===== src/rtl/clk_trim_pkg.sv =====
package clk_trim_pkg;
  localparam logic [1:0] A_CTRL = 2'd0;
  localparam logic [1:0] A_CFG  = 2'd1;
  localparam logic [1:0] A_STAT = 2'd2;
  localparam logic [1:0] A_CLR  = 2'd3;

  // control word bit positions
  localparam int C_EN      = 0;
  localparam int C_AUTO    = 1;
  localparam int C_SW      = 2;
  localparam int C_IE_LO   = 4;
  localparam int C_TRIM_LO = 8;

  // status and clear word bit positions
  localparam int S_OK    = 0;
  localparam int S_WARN  = 1;
  localparam int S_ERR   = 2;
  localparam int S_ESYNC = 3;
  localparam int S_SERR  = 8;
  localparam int S_MISS  = 9;
  localparam int S_TOVF  = 10;
  localparam int S_DIR   = 15;

  typedef enum logic [1:0] {CLS_OK = 2'd0, CLS_WARN = 2'd1, CLS_ERR = 2'd2} cls_e;
endpackage


===== src/rtl/clk_trim_sync.sv =====
module clk_trim_sync #(
  parameter int DW   = 3,
  parameter int NSRC = 3
) (
  input  logic            clk,
  input  logic            rst_n,
  input  logic            en,
  input  logic [NSRC-1:0] raw,
  input  logic [1:0]      src,
  input  logic            pol,
  input  logic [DW-1:0]   div,
  input  logic            sw_sync,
  output logic            evt
);
  localparam int PW = (1 << DW) - 1;

  logic          picked, lvl, prev_q, edge_w, fire;
  logic [PW-1:0] pcnt_q, pcnt_d, mask;

  always_comb begin
    picked = 1'b0;
    for (int i = 0; i < NSRC; i++) begin
      if (int'(src) == i) picked = raw[i];
    end
    lvl    = picked ^ pol;
    edge_w = lvl & ~prev_q;
    mask   = ~({PW{1'b1}} << div);
    fire   = en & edge_w & (pcnt_q == mask);
    evt    = fire | (en & sw_sync);
  end

  always_comb begin
    pcnt_d = pcnt_q;
    if (!en)         pcnt_d = '0;
    else if (fire)   pcnt_d = '0;
    else if (edge_w) pcnt_d = pcnt_q + 1'b1;
  end

  always_ff @(posedge clk or negedge rst_n) begin
    if (!rst_n) begin
      prev_q <= 1'b0;
      pcnt_q <= '0;
    end else begin
      prev_q <= lvl;
      pcnt_q <= pcnt_d;
    end
  end
endmodule


===== src/rtl/clk_trim_cnt.sv =====
module clk_trim_cnt #(
  parameter int CW    = 16,
  parameter int LIM3W = 10
) (
  input  logic             clk,
  input  logic             rst_n,
  input  logic             en,
  input  logic             evt,
  input  logic [CW-1:0]    reload,
  input  logic [LIM3W-1:0] lim3,
  output logic [CW-1:0]    cnt_val,
  output logic             cnt_down,
  output logic             esync_set,
  output logic             miss_set,
  output logic [CW-1:0]    cap_val,
  output logic             cap_dir
);
  logic [CW-1:0] cnt_d, lim3_x;
  logic          down_d;

  assign lim3_x = {{(CW-LIM3W){1'b0}}, lim3};

  always_comb begin
    cnt_d     = cnt_val;
    down_d    = cnt_down;
    esync_set = 1'b0;
    miss_set  = 1'b0;
    if (!en || evt) begin
      cnt_d  = reload;
      down_d = 1'b1;
    end else if (cnt_down) begin
      if (cnt_val == '0) begin
        down_d = 1'b0;
        cnt_d  = {{(CW-1){1'b0}}, 1'b1};
      end else begin
        cnt_d     = cnt_val - 1'b1;
        esync_set = (cnt_val == {{(CW-1){1'b0}}, 1'b1});
      end
    end else if (cnt_val >= lim3_x) begin
      miss_set = 1'b1;
    end else begin
      cnt_d = cnt_val + 1'b1;
    end
  end

  always_ff @(posedge clk or negedge rst_n) begin
    if (!rst_n) begin
      cnt_val  <= '0;
      cnt_down <= 1'b1;
    end else begin
      cnt_val  <= cnt_d;
      cnt_down <= down_d;
    end
  end

  always_ff @(posedge clk or negedge rst_n) begin
    if (!rst_n) begin
      cap_val <= '0;
      cap_dir <= 1'b0;
    end else if (en && evt) begin
      cap_val <= cnt_val;
      cap_dir <= cnt_down;
    end
  end
endmodule


===== src/rtl/clk_trim_cls.sv =====
module clk_trim_cls
  import clk_trim_pkg::*;
#(
  parameter int CW    = 16,
  parameter int LW    = 8,
  parameter int LIM3W = 10,
  parameter int TW    = 6
) (
  input  logic [CW-1:0]    val,
  input  logic             down,
  input  logic [LW-1:0]    lim,
  input  logic [LIM3W-1:0] lim3,
  input  logic [TW-1:0]    trim,
  output cls_e             cls,
  output logic [TW-1:0]    trim_nx,
  output logic             ovf
);
  localparam logic [TW+1:0] MAXV = (TW+2)'((1 << TW) - 1);

  logic [TW+1:0] base, step, sum, diff;

  always_comb begin
    if (val <= {{(CW-LW){1'b0}}, lim})            cls = CLS_OK;
    else if (val < {{(CW-LIM3W){1'b0}}, lim3})    cls = CLS_WARN;
    else                                          cls = CLS_ERR;
    case (cls)
      CLS_WARN: step = (TW+2)'(1);
      CLS_ERR:  step = (TW+2)'(2);
      default:  step = '0;
    endcase
    base    = {2'b00, trim};
    sum     = base + step;
    diff    = base - step;
    ovf     = 1'b0;
    trim_nx = trim;
    if (down) begin
      if (sum > MAXV) begin
        trim_nx = MAXV[TW-1:0];
        ovf     = 1'b1;
      end else begin
        trim_nx = sum[TW-1:0];
      end
    end else if (base < step) begin
      trim_nx = '0;
      ovf     = 1'b1;
    end else begin
      trim_nx = diff[TW-1:0];
    end
  end
endmodule


===== src/rtl/clk_trim_ctrl.sv =====
module clk_trim_ctrl
  import clk_trim_pkg::*;
#(
  parameter int             CW         = 16,
  parameter int             LW         = 8,
  parameter int             DW         = 3,
  parameter int             TW         = 6,
  parameter logic [CW-1:0]  RELOAD_RST = 16'hBB7F,
  parameter logic [LW-1:0]  LIM_RST    = 8'h22,
  parameter logic [1:0]     SRC_RST    = 2'd2
) (
  input  logic        clk,
  input  logic        rst_n,
  input  logic        sync_pin,
  input  logic        sync_lsx,
  input  logic        sync_sof,
  input  logic        bus_wr,
  input  logic [1:0]  bus_addr,
  input  logic [31:0] bus_wdata,
  output logic [31:0] bus_rdata,
  output logic [TW-1:0] trim_code,
  output logic        irq
);
  localparam int LIM3W   = LW + 2;
  localparam int LIM_LO  = CW;
  localparam int DIV_LO  = CW + LW;
  localparam int SRC_LO  = DIV_LO + DW + 1;
  localparam int POL_BIT = SRC_LO + 3;
  localparam int CAP_LO  = 32 - CW;
  localparam logic [TW-1:0] TRIM_RST = TW'(1 << (TW - 1));

  // reset: asserted asynchronously, released on the clock
  logic rs_meta, rst_s_n;
  always_ff @(posedge clk or negedge rst_n) begin
    if (!rst_n) begin
      rs_meta <= 1'b0;
      rst_s_n <= 1'b0;
    end else begin
      rs_meta <= 1'b1;
      rst_s_n <= rs_meta;
    end
  end

  logic             cnt_en_q, auto_q, cnt_en_d, auto_d;
  logic [3:0]       ie_q, ie_d;
  logic [TW-1:0]    trim_q, trim_d;
  logic [CW-1:0]    reload_q;
  logic [LW-1:0]    lim_q;
  logic [DW-1:0]    div_q;
  logic [1:0]       src_q;
  logic             pol_q;
  logic             ok_q, warn_q, esync_q, serr_q, miss_q, tovf_q;
  logic             ok_d, warn_d, esync_d, serr_d, miss_d, tovf_d;
  logic             wr_ctrl, wr_cfg, wr_clr, sw_sync, evt;
  logic             cfg_we, err_any;
  logic [LIM3W-1:0] lim3;
  logic [CW-1:0]    cnt_val, cap_val;
  logic             cnt_down, cap_dir, esync_set, miss_set, ovf_w;
  logic [TW-1:0]    trim_nx;
  cls_e             cls;

  assign wr_ctrl = bus_wr && (bus_addr == A_CTRL);
  assign wr_cfg  = bus_wr && (bus_addr == A_CFG);
  assign wr_clr  = bus_wr && (bus_addr == A_CLR);
  assign sw_sync = wr_ctrl && bus_wdata[C_SW];
  assign cfg_we  = wr_cfg && !cnt_en_q;
  assign lim3    = ({2'b00, lim_q} << 1) + {2'b00, lim_q};
  assign err_any = serr_q | miss_q | tovf_q;

  clk_trim_sync #(.DW(DW), .NSRC(3)) u_sync (
    .clk(clk), .rst_n(rst_s_n), .en(cnt_en_q),
    .raw({sync_sof, sync_lsx, sync_pin}), .src(src_q), .pol(pol_q),
    .div(div_q), .sw_sync(sw_sync), .evt(evt)
  );

  clk_trim_cnt #(.CW(CW), .LIM3W(LIM3W)) u_cnt (
    .clk(clk), .rst_n(rst_s_n), .en(cnt_en_q), .evt(evt),
    .reload(reload_q), .lim3(lim3), .cnt_val(cnt_val), .cnt_down(cnt_down),
    .esync_set(esync_set), .miss_set(miss_set), .cap_val(cap_val), .cap_dir(cap_dir)
  );

  clk_trim_cls #(.CW(CW), .LW(LW), .LIM3W(LIM3W), .TW(TW)) u_cls (
    .val(cnt_val), .down(cnt_down), .lim(lim_q), .lim3(lim3), .trim(trim_q),
    .cls(cls), .trim_nx(trim_nx), .ovf(ovf_w)
  );

  // control next state
  always_comb begin
    cnt_en_d = cnt_en_q;
    auto_d   = auto_q;
    ie_d     = ie_q;
    trim_d   = trim_q;
    if (wr_ctrl) begin
      cnt_en_d = bus_wdata[C_EN];
      auto_d   = bus_wdata[C_AUTO];
      ie_d     = bus_wdata[C_IE_LO +: 4];
      if (!auto_q) trim_d = bus_wdata[C_TRIM_LO +: TW];
    end
    if (auto_q && evt) trim_d = trim_nx;
  end

  // flag next state: clear first, a same-cycle set wins
  always_comb begin
    ok_d    = ok_q;
    warn_d  = warn_q;
    esync_d = esync_q;
    serr_d  = serr_q;
    miss_d  = miss_q;
    tovf_d  = tovf_q;
    if (wr_clr) begin
      if (bus_wdata[S_OK])    ok_d    = 1'b0;
      if (bus_wdata[S_WARN])  warn_d  = 1'b0;
      if (bus_wdata[S_ESYNC]) esync_d = 1'b0;
      if (bus_wdata[S_ERR]) begin
        serr_d = 1'b0;
        miss_d = 1'b0;
        tovf_d = 1'b0;
      end
    end
    if (evt) begin
      case (cls)
        CLS_OK:   ok_d   = 1'b1;
        CLS_WARN: warn_d = 1'b1;
        default:  serr_d = 1'b1;
      endcase
      if (auto_q && ovf_w) tovf_d = 1'b1;
    end
    if (esync_set) esync_d = 1'b1;
    if (miss_set)  miss_d  = 1'b1;
  end

  always_ff @(posedge clk or negedge rst_s_n) begin
    if (!rst_s_n) begin
      cnt_en_q <= 1'b0;
      auto_q   <= 1'b0;
      ie_q     <= '0;
      trim_q   <= TRIM_RST;
    end else begin
      cnt_en_q <= cnt_en_d;
      auto_q   <= auto_d;
      ie_q     <= ie_d;
      trim_q   <= trim_d;
    end
  end

  always_ff @(posedge clk or negedge rst_s_n) begin
    if (!rst_s_n) begin
      reload_q <= RELOAD_RST;
      lim_q    <= LIM_RST;
      div_q    <= '0;
      src_q    <= SRC_RST;
      pol_q    <= 1'b0;
    end else if (cfg_we) begin
      reload_q <= bus_wdata[CW-1:0];
      lim_q    <= bus_wdata[LIM_LO +: LW];
      div_q    <= bus_wdata[DIV_LO +: DW];
      src_q    <= bus_wdata[SRC_LO +: 2];
      pol_q    <= bus_wdata[POL_BIT];
    end
  end

  always_ff @(posedge clk or negedge rst_s_n) begin
    if (!rst_s_n) begin
      ok_q    <= 1'b0;
      warn_q  <= 1'b0;
      esync_q <= 1'b0;
      serr_q  <= 1'b0;
      miss_q  <= 1'b0;
      tovf_q  <= 1'b0;
    end else begin
      ok_q    <= ok_d;
      warn_q  <= warn_d;
      esync_q <= esync_d;
      serr_q  <= serr_d;
      miss_q  <= miss_d;
      tovf_q  <= tovf_d;
    end
  end

  always_comb begin
    bus_rdata = '0;
    case (bus_addr)
      A_CTRL: begin
        bus_rdata[C_EN]              = cnt_en_q;
        bus_rdata[C_AUTO]            = auto_q;
        bus_rdata[C_IE_LO +: 4]      = ie_q;
        bus_rdata[C_TRIM_LO +: TW]   = trim_q;
      end
      A_CFG: begin
        bus_rdata[CW-1:0]            = reload_q;
        bus_rdata[LIM_LO +: LW]      = lim_q;
        bus_rdata[DIV_LO +: DW]      = div_q;
        bus_rdata[SRC_LO +: 2]       = src_q;
        bus_rdata[POL_BIT]           = pol_q;
      end
      A_STAT: begin
        bus_rdata[S_OK]              = ok_q;
        bus_rdata[S_WARN]            = warn_q;
        bus_rdata[S_ERR]             = err_any;
        bus_rdata[S_ESYNC]           = esync_q;
        bus_rdata[S_SERR]            = serr_q;
        bus_rdata[S_MISS]            = miss_q;
        bus_rdata[S_TOVF]            = tovf_q;
        bus_rdata[S_DIR]             = cap_dir;
        bus_rdata[CAP_LO +: CW]      = cap_val;
      end
      default: bus_rdata = '0;
    endcase
  end

  assign trim_code = trim_q;
  assign irq = |({esync_q, err_any, warn_q, ok_q} & ie_q);
endmodule


===== config.mk =====
export PLATFORM = sky130hd
export DESIGN_NAME = clk_trim_ctrl
export DESIGN_NICKNAME = d
export VERILOG_FILES = /design/src/rtl/clk_trim_pkg.sv /design/src/rtl/clk_trim_sync.sv /design/src/rtl/clk_trim_cnt.sv /design/src/rtl/clk_trim_cls.sv /design/src/rtl/clk_trim_ctrl.sv
export SDC_FILE = /design/constraint.sdc
export NUM_CORES = 1
export LEC_CHECK = 0
export BUFFER_PORTS_ARGS = -buffer_cell sky130_fd_sc_hd__buf_2
export CAP_MARGIN = 40
export CORE_UTILIZATION = 50
export CTS_BUF_LIST = sky130_fd_sc_hd__clkbuf_8
export CTS_CLUSTER_SIZE = 8
export DETAILED_ROUTE_END_ITERATION = 7
export PLACE_DENSITY_LB_ADDON = 0.3
export SYNTH_ARGS = -nofsm -noshare
export SYNTH_HDL_FRONTEND = slang
export SYNTH_SLANG_ARGS = --single-unit

===== constraint.sdc =====
create_clock -name clk -period 5.1 [get_ports clk]
set_input_delay 0.765 -clock clk [delete_from_list [all_inputs] [get_ports clk]]
set_output_delay 0.765 -clock clk [all_outputs]
set_load 0.02 [all_outputs]

==> out/results.ini, run 1 <==
[drt]
wirelength_mm = 16.30
vias = 5300
first_pass_iters = 5
ant_nets = 0
drc = 0
drt_iter0_drc = 377
routed_via_density = 6.071
wl_per_cell_um = 18.68

[sta]
hold_viol_final = 0
skew_ns = 0.01399
worstMarginPinSlew_ns = 0.8211
tns_ns = 0
post-route-min-period_ns = 4.896
max_slew_margin_pct = 45.24
finalSetupViolations = 0
whs_ns = 0.1546
fmax_ghz = 0.2043
slew_violations = 0
layout_setup_ws_ns = 0.2044
min_period_over_period_pct = 95.99

[die]
die_w_um = 114.6
die_y_um = 114.6
die_area_um2 = 13140
ios = 79
core_um2 = 12160
fp-row-count = 40
start_util_pct = 52.14

[global_route]
grt_use_total_pct = 26.08
antenna_found_initial = 0
grt_max_degree = 56
grt_pass1_vias = 5249
grt_pass1_wl_mm = 26.61
grt_overflow = 0

[cts]
cts_buffers = 9
cts.clk_slew.worst_paths_ns = 0.09
cts_tree = yes
clock_path_buffers = 2
post_cts_buffers = 0
root_buffer = clkbuf_8
clock-sinks = 92
h-tree-depth = 3
clk_latency_ns = 0.38

[layout]
fin_cells = 873
layout-drive-gt1-share_pct = 27.66
num_antenna_cells = 0
fin_util_pct = 58.12
nNetsFinal = 783
final_area_um2 = 7068
mostFrequentLayoutCell = buf_2
syn_to_final_growth_pct = 11.46
final_cell_mix = 77 x buf_2, 73 x dfrtp_1, 50 x mux2_2
nFillCells = 1073

[synth]
synth_edf_count = 0
synth_area_leader_cell = dfrtp_1
synth_warnings = 0
avgSynthCellArea_um2 = 9.877
seq_area_frac_synth_pct = 36.66
synthFlopType = dfrtp_1
ys_ff_latch = 92
synth_top_cell_area_share_pct = 29.20
syn-num-nets = 725
synthTopCellsByArea = dfrtp_1 29%, mux2_2 8.9%, ha_1 7.9%, dfstp_2 7.5%, nor2b_1 2.6%
yosysUniqueCellTypes = 74
synth_area_um2 = 6341
async_reset_ff_share_pct = 100.0
syn-instance-count = 642

[place]
placed_cells = 856
place_area_um2 = 6865
dp_hpwl_mm = 11.88
gp_congestion = 0.8637
io_buffers = 76
pre_cts_ws_ns = 0.1361

[run]
drv_cap = 0

[setup_path]
ff2ff_path_depth = 24
cp_slowest_cell = dfstp_2
crit_type = reg2reg
worstPathArrival_ns = 5.20
endpoint_kind = register
worstPathMaxFanout = 6
required_ns = 5.41
cp-start-kind = register
crit_chain = ha_1 -> fa_2 -> a21o_1 -> a21oi_2 -> nor2b_1 -> o21ai_1 -> nand2b_1 -> xor2_1 -> ha_1 -> nand4_1 -> nor2_2 -> a2111oi_2 -> buf_4 -> o311a_1 -> buf_4 -> ha_1 -> fa_1 -> nand2b_1 -> o41ai_1 -> buf_4 -> nor4_2 -> a21o_1 -> a21oi_1 -> o22ai_1
max_stage_delay_ns = 0.42

[pwr]
power_mw = 3.318
powerDensity_nw_per_um2 = 469.5
power.leakage_nw = 3.211
ir_drop_v = 0.0002689

[hold_path]
hold_path_class = in2async

[outcome]
outcome = completed

## worst paths after layout
path	from	end	slack, ns
min	rst_n	rst_s_n	0.15
min reg2reg	rst_s_n	u_sync.prev_q	0.30
max	lim_q[1]	trim_code[5]	0.20
max in group asynchronous	rst_s_n	u_cnt.cnt_val[7]	3.70
min in group clk	rs_meta	rst_s_n	0.36
max reg2reg	lim_q[1]	trim_code[5]	0.20
## per-layer routing
metal / track usage (%) / share of wire (%)
met1: 35.08 / 45
met2: 41.74 / 47
met3: 5.241 / 6.1
met4: 9.351 / 2.3
met5: 0 / 0
## cell usage after synthesis, drive strengths merged (3+ instances only)
master	instances
and3	5
a31oi	11
a22oi	17
clkbuf	30
a211oi	4
a21oi	24
o21ai	31
nand4	8
nand3b	3
nor2b	26
inv	28
a21o	6
and2	5
a22o	11
xor2	15
o211a	3
nand3	18
o41ai	5
buf	14
and4	3
a222oi	6
o31ai	5
nor4	5
mux2	56
dfrtp	74
nor2	30
nand2	37
o21a	4
fa	3
a21boi	3
dfstp	18
nand2b	8
xnor2	8
mux2i	14
or3	4
o22ai	10
nor4b	4
nor3	10
o211ai	5
ha	40
## cell families (layout without fill, tap and decap cells)
kind of cell	Yosys count	in the layout	synth area share (%)
simple gates	177	177	15.19
compound gates	164	164	18.57
fa+ha+maj	43	43	8.840
other cells	1	1	0.05914
buf+inv	72	135	4.992
flops	92	92	36.66
mux	70	70	12.51
xor+xnor	23	23	3.177
## power by group
part / internal, mW / switching [mW] / leakage (nW)
sequential: 0.971 / 0.365 / 1.10
clock: 0.201 / 0.263 / 0.0979
combinational: 0.717 / 0.803 / 2.02
## flip-flops by register name, indices dropped and copies added, names as in the netlist
name and cells:
reload_q 16, u_cnt.cap_val 16, u_cnt.cnt_val 16, lim_q 8, u_sync.pcnt_q 7, trim_code 6
ie_q 4, div_q 3, src_q 2, auto_q 1, cnt_en_q 1, esync_q 1
miss_q 1, ok_q 1, pol_q 1, rs_meta 1, rst_s_n 1, serr_q 1
tovf_q 1, u_cnt.cap_dir 1, u_cnt.cnt_down 1, u_sync.prev_q 1, warn_q 1
## layout make-up
cell class,instances,area [um2],share of cell area (%)
Timing Repair Buffer,91,526.8,7.453
Sequential cell,92,2328,32.94
Multi-Input combinational cell,478,3717,52.59
Inverter,28,105.1,1.487
Clock buffer,11,151.4,2.142
Tap cell,168,210.2,2.974
Clock inverter,5,28.78,0.4072
## worst max-delay path, delay by kind of cell, from the launching register on
kind            cells  cell delay (ns)
fa+ha+maj           5             1.50
compound gates      9             1.37
simple gates        6             0.88
buf+inv             3             0.48
flops               1             0.42
xor+xnor            1             0.16
## repair_timing
action                     4_1_cts  5_1_grt
setup endpoints to repair        0        6
resized for setup                0        6
hold buffers                     0        0
(Power assumes the default switching activity.)
==> inputs of run 2 (changes only) <==
==> constraint.sdc (replaced) <==
create_clock -name clk -period 5.1 [get_ports clk]
set_input_delay 1.02 -clock clk [delete_from_list [all_inputs] [get_ports clk]]
set_output_delay 1.02 -clock clk [all_outputs]
set_load 0.02 [all_outputs]
==> run 2 against run 1 <==
  * Maximum frequency is 0.78% higher
  * Non-clock buffer count is 4 higher
  * Sequential power hardly changed
  * Clock skew is 0.0034 ns lower
  * Via count is 0.68% higher
  * Global-route usage hardly changed
  * Critical path depth stayed put
  * Final cell count is 0.46% higher
  * Die area stayed put
  * Combinational power hardly changed
  * Worst hold slack better by 0.14 ns
  * Sequential cell count stayed put
  * Critical path type unchanged
==> out/results.ini, run 2 (synthesis gave the netlist of run 1 again) <==
[pwr]
ir_drop_v = 0.0003226
powerDensity_nw_per_um2 = 477.0
power.leakage_nw = 3.242
power_mw = 3.393

[setup_path]
crit_type = reg2reg
required_ns = 5.40
endpoint_kind = register
cp-start-kind = register
crit_chain = ha_1 -> fa_1 -> a21o_1 -> a21oi_2 -> nor2b_1 -> o21ai_0 -> nand2b_1 -> xor2_1 -> ha_1 -> nand4_1 -> nor2_2 -> a2111oi_2 -> buf_4 -> o311a_1 -> buf_4 -> ha_1 -> fa_1 -> nand2b_1 -> o41ai_1 -> buf_4 -> nor4_1 -> a21o_1 -> a21oi_1 -> o22ai_1
worstPathArrival_ns = 5.16
max_stage_delay_ns = 0.41
worstPathMaxFanout = 6
cp_slowest_cell = dfstp_2

[die]
die_w_um = 114.6
die_area_um2 = 13140
ios = 79
fp-row-count = 40
die_y_um = 114.6
start_util_pct = 52.14
core_um2 = 12160

[drt]
ant_nets = 0
drt_iter0_drc = 458
first_pass_iters = 5
routed_via_density = 6.084
vias = 5336
drc = 0
wirelength_mm = 16.12
wl_per_cell_um = 18.38

[layout]
mostFrequentLayoutCell = buf_2
fin_cells = 877
largestRegisters = reload_q: 16 flops, u_cnt.cap_val: 16 flops, u_cnt.cnt_val: 16 flops
layout-drive-gt1-share_pct = 27.50
num_antenna_cells = 0
final_cell_mix = 77 x buf_2, 73 x dfrtp_1, 50 x mux2_2
nNetsFinal = 787
syn_to_final_growth_pct = 12.15
final_area_um2 = 7112
fin_util_pct = 58.48

[global_route]
grt_use_total_pct = 26.04
grt_pass1_vias = 5129
antenna_found_initial = 0
grt_overflow = 0
grt_pass1_wl_mm = 26.48
grt_max_degree = 56

[place]
placed_cells = 857
pre_cts_ws_ns = 0.2148
place_area_um2 = 6857
dp_hpwl_mm = 11.96
gp_congestion = 0.8987
io_buffers = 76

[sta]
layout_setup_ws_ns = 0.2421
max_slew_margin_pct = 43.89
skew_ns = 0.01061
fmax_ghz = 0.2058
min_period_over_period_pct = 95.25
finalSetupViolations = 0
rsz0062_at_grt = false
worstMarginPinSlew_ns = 0.8415
whs_ns = 0.2984
hold_viol_final = 0
tns_ns = 0
post-route-min-period_ns = 4.858
slew_violations = 0

[cts]
clk_latency_ns = 0.38
root_buffer = clkbuf_8
cts.clk_slew.worst_paths_ns = 0.09
clock_path_buffers = 2
hold_buffers = 0
cts_tree = yes
cts_buffers = 9
h-tree-depth = 3
clock-sinks = 92

[hold_path]
hold_path_class = reg2async

[run]
drv_cap = 0

[outcome]
outcome = completed

run 2: layout make-up:
type	instances	area, um2
sequential	92	2328
multi-input combinational	478	3706
clock buffer	10	137.6
timing repair buffer	95	543.0
clock inverter	6	81.33
inverter	28	105.1
tap	168	210.2
fill	1068	5050
run 2: metal layers:
metal	GRT usage [%]	up-vias	wire length [um]
met3	6.353	29	1052
li1	-	2486	-
met1	35.44	2607	7188
met2	41.58	214	7611
met5	0	-	0
met4	6.753	0	268
run 2: repair_timing:
item | in CTS | in global routing
setup buffers | 0 | 4
endpoints found under the setup margin | 0 | 6
resized for setup | 0 | 3
run 2: path summary, 6_finish.rpt:
path                          start          endpoint  slack [ns]  depth (start not counted)
min                         rst_s_n          div_q[1]        0.30                          0
min reg2reg                 rst_s_n          div_q[1]        0.30                          0
max reg2reg                lim_q[1]      trim_code[5]        0.24                         24
min in group clk            rs_meta           rst_s_n        0.36                          0
max                        lim_q[1]      trim_code[5]        0.24                         24
max in group asynchronous   rst_s_n  u_cnt.cap_val[6]        3.71                          1
run 2: critical path, delay by kind of cell (launching register included):
| family | cells | cell delay (ns) |
|---|---|---|
| DFF | 1 | 0.41 |
| buffers and inverters | 3 | 0.49 |
| AOI/OAI and AO/OA | 9 | 1.38 |
| and+or+nand+nor | 6 | 0.81 |
| xor gates and xnor gates | 1 | 0.16 |
| adders and majority gates | 5 | 1.53 |
run 2: where the power goes:
group / internal, mW / switching [mW]
logic: 0.722 / 0.789
clock network: 0.286 / 0.261
registers: 0.971 / 0.364
total: 1.98 / 1.41
==> inputs of run 3 (changes only) <==
--- a/config.mk
+++ b/config.mk
@@ -7,11 +7,13 @@
 export LEC_CHECK = 0
 export BUFFER_PORTS_ARGS = -buffer_cell sky130_fd_sc_hd__buf_2
 export CAP_MARGIN = 40
-export CORE_UTILIZATION = 50
+export CORE_UTILIZATION = 35
 export CTS_BUF_LIST = sky130_fd_sc_hd__clkbuf_8
 export CTS_CLUSTER_SIZE = 8
 export DETAILED_ROUTE_END_ITERATION = 7
 export PLACE_DENSITY_LB_ADDON = 0.3
+export SLEW_MARGIN = 20
 export SYNTH_ARGS = -nofsm -noshare
 export SYNTH_HDL_FRONTEND = slang
+export SYNTH_HIERARCHICAL = 1
 export SYNTH_SLANG_ARGS = --single-unit
==> run 3 against run 2 <==
  * Count of clock-buffer cells in the layout is 1 lower
  * Clock power grew 1%
  * Total power up 12%
  * Utilization down 16 points
  * Clock skew up 0.0072 ns
  * Critical endpoint is now trim_code[2]
  * Sequential share of layout area shrank 3.4 points
  * Final area rose by 12%
  * Maximum frequency hardly changed
==> out/results.ini, run 3 <==
[outcome]
outcome = completed

[synth]
avgSynthCellArea_um2 = 9.372
synthTopCellsByArea = dfrtp_1 27%, ha_1 9.2%, dfstp_2 7.0%, mux2_1 4.8%, o21ai_0 3.4%
synthTopCellsByCount = 74 x dfrtp_1, 50 x ha_1, 50 x inv_1
async_reset_ff_share_pct = 100.0
seq_area_frac_synth_pct = 34.26
ys_ff_latch = 92
synth_area_leader_cell = dfrtp_1
synth_edf_count = 0
synth_compound_area_share_pct = 19.99
synthFlopType = dfrtp_1
synthSimpleGateAreaFrac_pct = 17.67
syn-instance-count = 724
synthXorXnorAreaFrac_pct = 3.227
syn-num-nets = 817
synth_top_cell_area_share_pct = 27.29
synth_area_um2 = 6785
synth_top_family_by_area = compound AO/OA/AOI/OAI gates
synthMuxAreaShare_pct = 8.870
synth_warnings = 6
yosysUniqueCellTypes = 86
synth-adder-area-share_pct = 10.11
synth.most_common_cell = dfrtp_1

[die]
die_area_um2 = 19950
die_y_um = 141.2
fp-row-count = 50
core_um2 = 18830
ios = 79
start_util_pct = 36.03
die_w_um = 141.2

[layout]
syn_to_final_growth_pct = 16.98
final_area_um2 = 7938
mostFrequentLayoutCell = buf_2
layout-drive-gt1-share_pct = 26.55
final_cell_mix = 77 x buf_2, 70 x dfrtp_1, 49 x inv_1
multi_input_area_um2 = 4248
nFillCells = 1877
fin_cells = 1066
regArea_um2 = 2332
largestRegisters = reload_q: 16 flops, u_cnt/cap_val: 16 flops, u_cnt/cnt_val: 16 flops
num_antenna_cells = 0
nNetsFinal = 894
fin_util_pct = 42.15

[global_route]
grt_overflow = 0
grt_pass1_vias = 5556
grt_max_degree = 57
grt_use_total_pct = 19.07
antenna_found_initial = 0
grt_pass1_wl_mm = 29.73

[cts]
h-tree-depth = 3
cts.clk_slew.worst_paths_ns = 0.11
root_buffer = clkbuf_8
clk_latency_ns = 0.40
hold_buffers = 0
clock-sinks = 92
cts_tree = yes
clock_path_buffers = 2
cts_buffers = 9

[sta]
whs_ns = 0.2913
tns_ns = 0
worstMarginPinSlew_ns = 0.8115
layout_setup_ws_ns = 0.2414
hold_viol_final = 0
finalSetupViolations = 0
post-route-min-period_ns = 4.859
fmax_ghz = 0.2058
skew_ns = 0.01786
min_period_over_period_pct = 95.27
slew_violations = 0
max_slew_margin_pct = 45.77

[hold_path]
hold_path_class = reg2async

[drt]
wl_per_cell_um = 17.36
routed_via_density = 5.470
drt_iter0_drc = 313
drc = 0
wirelength_mm = 18.51
vias = 5831
ant_nets = 0
first_pass_iters = 5

[pwr]
power.leakage_nw = 3.465
powerDensity_nw_per_um2 = 480.4
ir_drop_v = 0.0002210
power_mw = 3.813

[setup_path]
crit_type = reg2reg
ff2ff_path_depth = 23
rrSetupSlack_ns = 0.24
endpoint_kind = register
worstPathMaxFanout = 4
worstPathArrival_ns = 5.14
cp-start-kind = register
required_ns = 5.38

[run]
drv_cap = 0

[place]
pre_cts_ws_ns = -0.06346
io_buffers = 76
gp_congestion = 0.8509
place_area_um2 = 7516
placed_cells = 1047
dp_hpwl_mm = 13.27

[run 3: cell count changes after synthesis, moves of 7 or more]
cell,before,now
nor2_1,30,47
mux2_2,50,20
o221ai_1,0,8
inv_1,28,50
o21ai_0,29,46
mux2i_1,14,5
nand2_1,37,46
mux2_1,0,29
ha_1,40,50
a31oi_1,11,4
[run 3: cells by family (layout without fill, tap and decap cells)]
kind of cell    Yosys count  after routing
compound gates          188            188
xor+xnor                 25             25
fa+ha+maj                53             53
buf+inv                  92            174
flops                    92             92
mux                      54             54
other cells               1              1
simple gates            219            219
[run 3: worst paths after layout]
check	start	end
max in group asynchronous	rst_s_n	lim_q[4]
max	lim_q[1]	trim_code[2]
min in group clk	rs_meta	rst_s_n
max reg2reg	lim_q[1]	trim_code[2]
min	rst_s_n	u_sync/pcnt_q[2]
min reg2reg	rst_s_n	u_sync/pcnt_q[2]
[run 3: final cells by class]
class | count | area share [%]
inverter | 50 | 2.396
sequential | 92 | 29.38
multi-input combinational | 540 | 53.52
timing repair buffer | 108 | 7.881
tap | 260 | 4.098
clock buffer | 9 | 1.561
clock inverter | 7 | 1.166
[run 3: timing repair]
item                                    4_1_cts  5_1_grt
cloned                                        0        0
setup buffers                                 0        2
pin swaps                                     2       15
endpoints found under the setup margin        2        7
endpoints found under the hold margin         0        0
resized for setup                             5       28
[run 3: metal layers]
metal  global-route usage (%)  wire (um)  up-vias
met5                        0          0        -
met4                    5.263        278        0
met3                    4.246        970       18
met2                    29.36       8193      169
met1                    26.71       9066     2830
li1                         -          -     2814
[run 3: worst max-delay path, cell delays in order (launching register included)]
cell and delay (ns):
dfstp_2 0.62, ha_4 0.23, a211oi_4 0.24, o31ai_4 0.09, and4bb_1 0.21, or3_4 0.35, inv_4 0.07, ha_4 0.20
o21ai_1 0.11, a21oi_1 0.07, or4_4 0.57, nor3_2 0.12, buf_4 0.13, ha_1 0.12, inv_1 0.06, fa_2 0.34
or3_4 0.39, o31ai_2 0.18, buf_4 0.16, o22ai_1 0.07, o21ai_1 0.12, nand2_1 0.07, mux2i_1 0.15, a21oi_1 0.08
[run 3: power breakdown]
group          leakage [nW]  internal (mW)  switching, mW  total (mW)
Clock                 0.109          0.240          0.314       0.554
Sequential             1.10          0.972          0.330        1.30
Combinational          2.26          0.892           1.07        1.96
Total                  3.47           2.10           1.71        3.81
